## src/rtl/chan_ref_pkg.sv

```systemverilog
package chan_ref_pkg;

    typedef enum logic [2:0] {
        CM_HOLD     = 3'd0,
        CM_SET      = 3'd1,
        CM_CLR      = 3'd2,
        CM_TOGGLE   = 3'd3,
        CM_FORCE_LO = 3'd4,
        CM_FORCE_HI = 3'd5,
        CM_PWM_A    = 3'd6,
        CM_PWM_B    = 3'd7
    } cmp_mode_e;

    typedef enum logic [0:0] {
        ST_RUN     = 1'b0,
        ST_CLEARED = 1'b1
    } clr_state_e;

    localparam logic LVL_ACTIVE   = 1'b1;
    localparam logic LVL_INACTIVE = 1'b0;

endpackage

```

## src/rtl/chan_ref_cmp.sv

```systemverilog
module chan_ref_cmp #(
    parameter int CNT_W = 16
) (
    input  logic [CNT_W-1:0] cnt_val,
    input  logic [CNT_W-1:0] cmp_val,
    output logic             is_eq,
    output logic             is_lt,
    output logic             is_gt
);

    always_comb begin
        is_eq = (cnt_val == cmp_val);
        is_lt = (cnt_val <  cmp_val);
        is_gt = (cnt_val >  cmp_val);
    end

endmodule

```

## src/rtl/chan_ref_clrfsm.sv

```systemverilog
module chan_ref_clrfsm
    import chan_ref_pkg::*;
(
    input  logic       clk,
    input  logic       rst_n,
    input  logic       xclr_in,
    input  logic       xclr_en,
    input  logic       upd_evt,
    output clr_state_e state,
    output logic       kill
);

    clr_state_e state_d;
    logic       arm;

    assign arm = xclr_in & xclr_en;

    // next-state and output decode
    always_comb begin
        state_d = state;
        kill    = 1'b0;
        unique case (state)
            ST_RUN: begin
                if (arm) begin
                    state_d = ST_CLEARED;          // ARM
                    kill    = 1'b1;
                end
            end
            ST_CLEARED: begin
                if (arm) begin
                    state_d = ST_CLEARED;          // STAY_CLEARED, clear wins
                    kill    = 1'b1;
                end else if (upd_evt) begin
                    state_d = ST_RUN;              // RELEASE
                    kill    = 1'b0;
                end else begin
                    kill    = 1'b1;                // STAY_CLEARED
                end
            end
            default: begin
                state_d = ST_RUN;
                kill    = 1'b0;
            end
        endcase
    end

    // state register
    always_ff @(posedge clk or negedge rst_n) begin
        if (!rst_n) state <= ST_RUN;
        else        state <= state_d;
    end

    // a clear in the same cycle as an update keeps the state armed
    a_r8_clear_wins: assert property (@(posedge clk) disable iff (!rst_n)
        (xclr_in && xclr_en) |=> (state == ST_CLEARED));

    // release on an update with no clear
    a_r8_release: assert property (@(posedge clk) disable iff (!rst_n)
        (state == ST_CLEARED && upd_evt && !(xclr_in && xclr_en)) |=> (state == ST_RUN));

    // run state is left only through an enabled clear
    a_r7_arm_only_by_clear: assert property (@(posedge clk) disable iff (!rst_n)
        (state == ST_RUN && !(xclr_in && xclr_en)) |=> (state == ST_RUN));

endmodule

```

## src/rtl/chan_ref_lvl.sv

```systemverilog
module chan_ref_lvl
    import chan_ref_pkg::*;
(
    input  logic [2:0] mode,
    input  logic       cnt_down,
    input  logic       cnt_tick,
    input  logic       is_eq,
    input  logic       is_lt,
    input  logic       is_gt,
    input  logic       cur_lvl,
    output logic       nxt_lvl
);

    logic hit;
    logic pwm_a;

    assign hit = cnt_tick & is_eq;

    // pulse-width mode A level for the current direction
    always_comb begin
        if (cnt_down) pwm_a = is_gt ? LVL_INACTIVE : LVL_ACTIVE;
        else          pwm_a = is_lt ? LVL_ACTIVE   : LVL_INACTIVE;
    end

    always_comb begin
        unique case (cmp_mode_e'(mode))
            CM_HOLD:     nxt_lvl = cur_lvl;
            CM_SET:      nxt_lvl = hit ? LVL_ACTIVE   : cur_lvl;
            CM_CLR:      nxt_lvl = hit ? LVL_INACTIVE : cur_lvl;
            CM_TOGGLE:   nxt_lvl = hit ? ~cur_lvl     : cur_lvl;
            CM_FORCE_LO: nxt_lvl = LVL_INACTIVE;
            CM_FORCE_HI: nxt_lvl = LVL_ACTIVE;
            CM_PWM_A:    nxt_lvl = pwm_a;
            CM_PWM_B:    nxt_lvl = ~pwm_a;
            default:     nxt_lvl = cur_lvl;
        endcase
    end

endmodule

```

## src/rtl/chan_ref_gen.sv

```systemverilog
module chan_ref_gen
    import chan_ref_pkg::*;
#(
    parameter int CNT_W = 16
) (
    input  logic             clk,
    input  logic             rst_n,
    input  logic [CNT_W-1:0] cnt_val,
    input  logic             cnt_down,
    input  logic             cnt_tick,
    input  logic [CNT_W-1:0] cmp_val,
    input  logic [2:0]       mode,
    input  logic             xclr_in,
    input  logic             xclr_en,
    input  logic             upd_evt,
    output logic             ref_out
);

    logic       is_eq, is_lt, is_gt;
    logic       nxt_lvl;
    logic       kill;
    clr_state_e clr_state;

    chan_ref_cmp #(.CNT_W(CNT_W)) u_cmp (
        .cnt_val (cnt_val),
        .cmp_val (cmp_val),
        .is_eq   (is_eq),
        .is_lt   (is_lt),
        .is_gt   (is_gt)
    );

    chan_ref_clrfsm u_clr (
        .clk     (clk),
        .rst_n   (rst_n),
        .xclr_in (xclr_in),
        .xclr_en (xclr_en),
        .upd_evt (upd_evt),
        .state   (clr_state),
        .kill    (kill)
    );

    chan_ref_lvl u_lvl (
        .mode     (mode),
        .cnt_down (cnt_down),
        .cnt_tick (cnt_tick),
        .is_eq    (is_eq),
        .is_lt    (is_lt),
        .is_gt    (is_gt),
        .cur_lvl  (ref_out),
        .nxt_lvl  (nxt_lvl)
    );

    always_ff @(posedge clk or negedge rst_n) begin
        if (!rst_n)    ref_out <= LVL_INACTIVE;
        else if (kill) ref_out <= LVL_INACTIVE;
        else           ref_out <= nxt_lvl;
    end

    // an enabled clear pulls the level low at the next edge
    a_r7_clear_low: assert property (@(posedge clk) disable iff (!rst_n)
        (xclr_in && xclr_en) |=> !ref_out);

    // held low while armed and no update arrives
    a_r8_held_low: assert property (@(posedge clk) disable iff (!rst_n)
        (clr_state == ST_CLEARED && !upd_evt) |=> !ref_out);

    // hold mode keeps the level
    a_r1_hold: assert property (@(posedge clk) disable iff (!rst_n)
        (mode == 3'd0 && !(xclr_in && xclr_en) && clr_state == ST_RUN) |=> $stable(ref_out));

    // toggle on a ticked match
    a_r3_toggle: assert property (@(posedge clk) disable iff (!rst_n)
        (mode == 3'd3 && cnt_tick && cnt_val == cmp_val && !(xclr_in && xclr_en)
         && clr_state == ST_RUN) |=> (ref_out != $past(ref_out)));

    // forced high
    a_r4_force_hi: assert property (@(posedge clk) disable iff (!rst_n)
        (mode == 3'd5 && !(xclr_in && xclr_en) && clr_state == ST_RUN) |=> ref_out);

    // mode A, up-counting below the compare value is active
    a_r5_pwm_up_low: assert property (@(posedge clk) disable iff (!rst_n)
        (mode == 3'd6 && !cnt_down && cnt_val < cmp_val && !(xclr_in && xclr_en)
         && clr_state == ST_RUN) |=> ref_out);

    // mode B, down-counting above the compare value is active
    a_r6_pwm_down_high: assert property (@(posedge clk) disable iff (!rst_n)
        (mode == 3'd7 && cnt_down && cnt_val > cmp_val && !(xclr_in && xclr_en)
         && clr_state == ST_RUN) |=> ref_out);

endmodule

```

## config.mk

```make
export PLATFORM = sky130hd
export DESIGN_NAME = chan_ref_gen
export DESIGN_NICKNAME = d
export VERILOG_FILES = /design/src/rtl/chan_ref_pkg.sv /design/src/rtl/chan_ref_cmp.sv /design/src/rtl/chan_ref_clrfsm.sv /design/src/rtl/chan_ref_lvl.sv /design/src/rtl/chan_ref_gen.sv
export SDC_FILE = /design/constraint.sdc
export NUM_CORES = 1
export LEC_CHECK = 0
export BUFFER_PORTS_ARGS = -buffer_cell sky130_fd_sc_hd__buf_2
export CAP_MARGIN = 0
export CORE_MARGIN = 8
export CORE_UTILIZATION = 35
export CTS_BUF_LIST = sky130_fd_sc_hd__clkbuf_2
export DETAILED_ROUTE_END_ITERATION = 7
export GPL_TIMING_DRIVEN = 1
export PLACE_DENSITY = 0.79
export REMOVE_ABC_BUFFERS = 1
export SLEW_MARGIN = 20
export SYNTH_ARGS = -nofsm -noshare
export SYNTH_HDL_FRONTEND = slang
export SYNTH_SLANG_ARGS = --single-unit
export TNS_END_PERCENT = 20
```

## constraint.sdc

```tcl
create_clock -name clk -period 1.7 [get_ports clk]
set_clock_uncertainty 0.15 [all_clocks]
set_input_delay 0.34 -clock clk [delete_from_list [all_inputs] [get_ports clk]]
set_output_delay 0.34 -clock clk [all_outputs]
set_load 0.02 [all_outputs]
```

==> run summary <==
Fmax -> 526 MHz
Fin. Hold Viols -> 0
R2R setup slack -> 0.04 ns
RSZ-0062 raised after global routing -> yes
Hold crit path type -> input pin to asynchronous set/reset pin
Status -> finished, violations left
ANT cells -> 0
Initial antenna violation count -> 0
WP data arrival -> 1.86 ns
Synthesized flop and latch total -> 2
Most frequent cells in the layout -> buf_2 (29), ha_4 (15), buf_6 (13)
Initial Util -> 0.380
Final period utilization -> 1.12
Yosys warns -> 0
Clock tree sinks -> 2
Share of cells above drive strength 1 -> 0.685
R2r endpoint -> ref_out
Largest net degree at the start of global routing -> 6
CTS tree -> built
CP Class -> input pin to register
Fin Setup TNS -> -0.200 ns
Tot GR Track Use -> 0.158
Drt pass-1 iters -> 7
Final setup violation count -> 1
Worst-Margin Slew -> 0.351 ns
Mapped Cells -> 74
Static leakage -> 0.567 nW
CORE AREA -> 1540 um2
Req. time, crit path -> 1.66 ns
Filler cells -> 93
IR Drop Worst-Case VDD -> 0.000243 V
Post-layout min period -> 1.90 ns
DRC viols -> 0
Avg WL per Cell -> 18.6 um
Clock latency on the worst-skew pair -> 0.19 ns
Vias/cell -> 5.56
Syn_area_per_cell -> 7.91 um2
Slew Limit Headroom -> 0.765
Synth-to-Final Area Change -> 105%
Most common cell after layout, fill and taps aside -> buf_2
Post-route ant nets -> 0
Worst r2r src -> u_clr.state
Port buffer count -> 42
Num CTS Buffers -> 3
Distinct cell type count of the synthesized netlist -> 25
Max-cap violations -> 0
Sequential area share after synthesis -> 0.0855
Max Slew Vio Count -> 0
Clk root buf -> clkbuf_2
Vias in the first global route -> 881
Highest net fanout along the worst path -> 3
Finished Core Util -> 0.778
Power Density -> 361 nW/um2
Placer Congestion -> 0.702
Routed WL -> 2.66 mm
Via Count -> 795
Synth Cell Area -> 586 um2
Die Y -> 56.9 um
CP Capture Type -> register
Global route overflow -> 0
Startpoint Class -> input pin
Die area -> 3240 um2
Top Ports -> 43
Final nets -> 187
Final worst slack -> -0.200 ns
Violations in the final reports -> setup timing
Die span in x -> 56.9 um
Number of DRC markers after the initial detailed-route iteration -> 34
Placement Rows -> 14
R2R depth -> 5
DP HPWL -> 1.54 mm
H-tree levels -> 1
Clock Path Buffers -> 2
Clock slew at reported path FFs -> 0.03 ns
First-pass GRT wire length -> 4.22 mm
## routing by layer
layer  GRT usage  up-vias  routed length (um)
li1            -      376                   -
met1       0.155      375                 925
met2       0.304       38                1500
met3      0.0427        6                 171
met4      0.0604        0                  59
met5           0        -                   0
## logic make-up after synthesis
| logic type | Yosys count | synth area share |
|---|---|---|
| AO/OA/AOI/OAI | 18 | 0.216 |
| adder cells (fa/ha/maj) | 16 | 0.342 |
| buffers and inverters | 18 | 0.115 |
| flip-flops | 2 | 0.0855 |
| AND/OR/NAND/NOR | 20 | 0.241 |
## cell type report
cell class	count	area (um2)	area share
well taps	16	20.0	0.0167
clock buffers	3	15.0	0.0125
repair buffers	50	354	0.295
flip-flops and latches	2	50.0	0.0417
multi-input cells	54	691	0.576
inverters	18	70.1	0.0584
## per-stage QoR
step           instance area, um2  std cells  setup WS (ns)  hold WS [ns]  power, mW
3_3_place_gp                  846        136         -0.413       -0.0255      0.230
5_1_grt                      1200        143         -0.207         0.344      0.462
3_5_place_dp                  846        136         -0.430       -0.0232      0.238
4_1_cts                      1200        143        -0.0659         0.313      0.410
6_report                     1200        143         -0.200         0.326      0.433
2_1_floorplan                 586         74         -0.249        -0.106      0.153
## synth_stat cells
cell | count | share of area
inv_1 | 18 | 0.12
ha_1 | 16 | 0.34
a21oi_1 | 5 | 0.043
nand2_1 | 4 | 0.026
nor2b_1 | 4 | 0.043
nand3_1 | 3 | 0.026
dfrtp_1 | 2 | 0.085
nand4_1 | 2 | 0.021
nand4_2 | 2 | 0.043
o211ai_1 | 2 | 0.026
o21ai_1 | 2 | 0.017
a2111oi_0 | 1 | 0.015
a211oi_1 | 1 | 0.013
a21boi_1 | 1 | 0.013
a21o_1 | 1 | 0.013
a21oi_2 | 1 | 0.015
a221o_1 | 1 | 0.017
a311o_1 | 1 | 0.017
and4b_1 | 1 | 0.017
nor2_1 | 1 | 0.0064
nor4_4 | 1 | 0.036
o31ai_1 | 1 | 0.013
o41ai_1 | 1 | 0.015
or3_1 | 1 | 0.011
or4_1 | 1 | 0.013
## how the worst max path moves through the flow
| stage | start | endpoint | depth (start not counted) |
|---|---|---|---|
| after floorplan | cmp_val[7] | ref_out | 7 |
| after global routing | cmp_val[9] | ref_out | 9 |
| after detailed placement | cnt_val[7] | ref_out | 7 |
| after global placement | cnt_val[7] | ref_out | 7 |
| after CTS | cmp_val[10] | ref_out | 9 |
| final | cnt_val[0] | ref_out | 9 |
## repair_timing
item	CTS	global route
endpoints found under the hold margin	2	0
pin swaps	19	0
gates resized for setup	47	1
hold buffers	1	0
setup buffers	3	0
setup endpoints to repair	1	1
## state kept, by name, summed over array words and instances (netlist names)
name,count
ref_out,1
u_clr.state,1
## where the power goes
group | internal, mW | switching (mW)
combinational | 0.167 | 0.133
sequential | 0.0534 | 0.00456
clock | 0.0470 | 0.0286
total | 0.267 | 0.166
## worst max-delay path, stage by stage
cell	delay (ns)
buf_6	0.07
inv_2	0.04
ha_4	0.26
nand4_1	0.16
nor4_4	0.34
buf_4	0.17
and4b_1	0.22
o41ai_2	0.08
o211ai_1	0.17
Power figures use the tool's default switching activity.
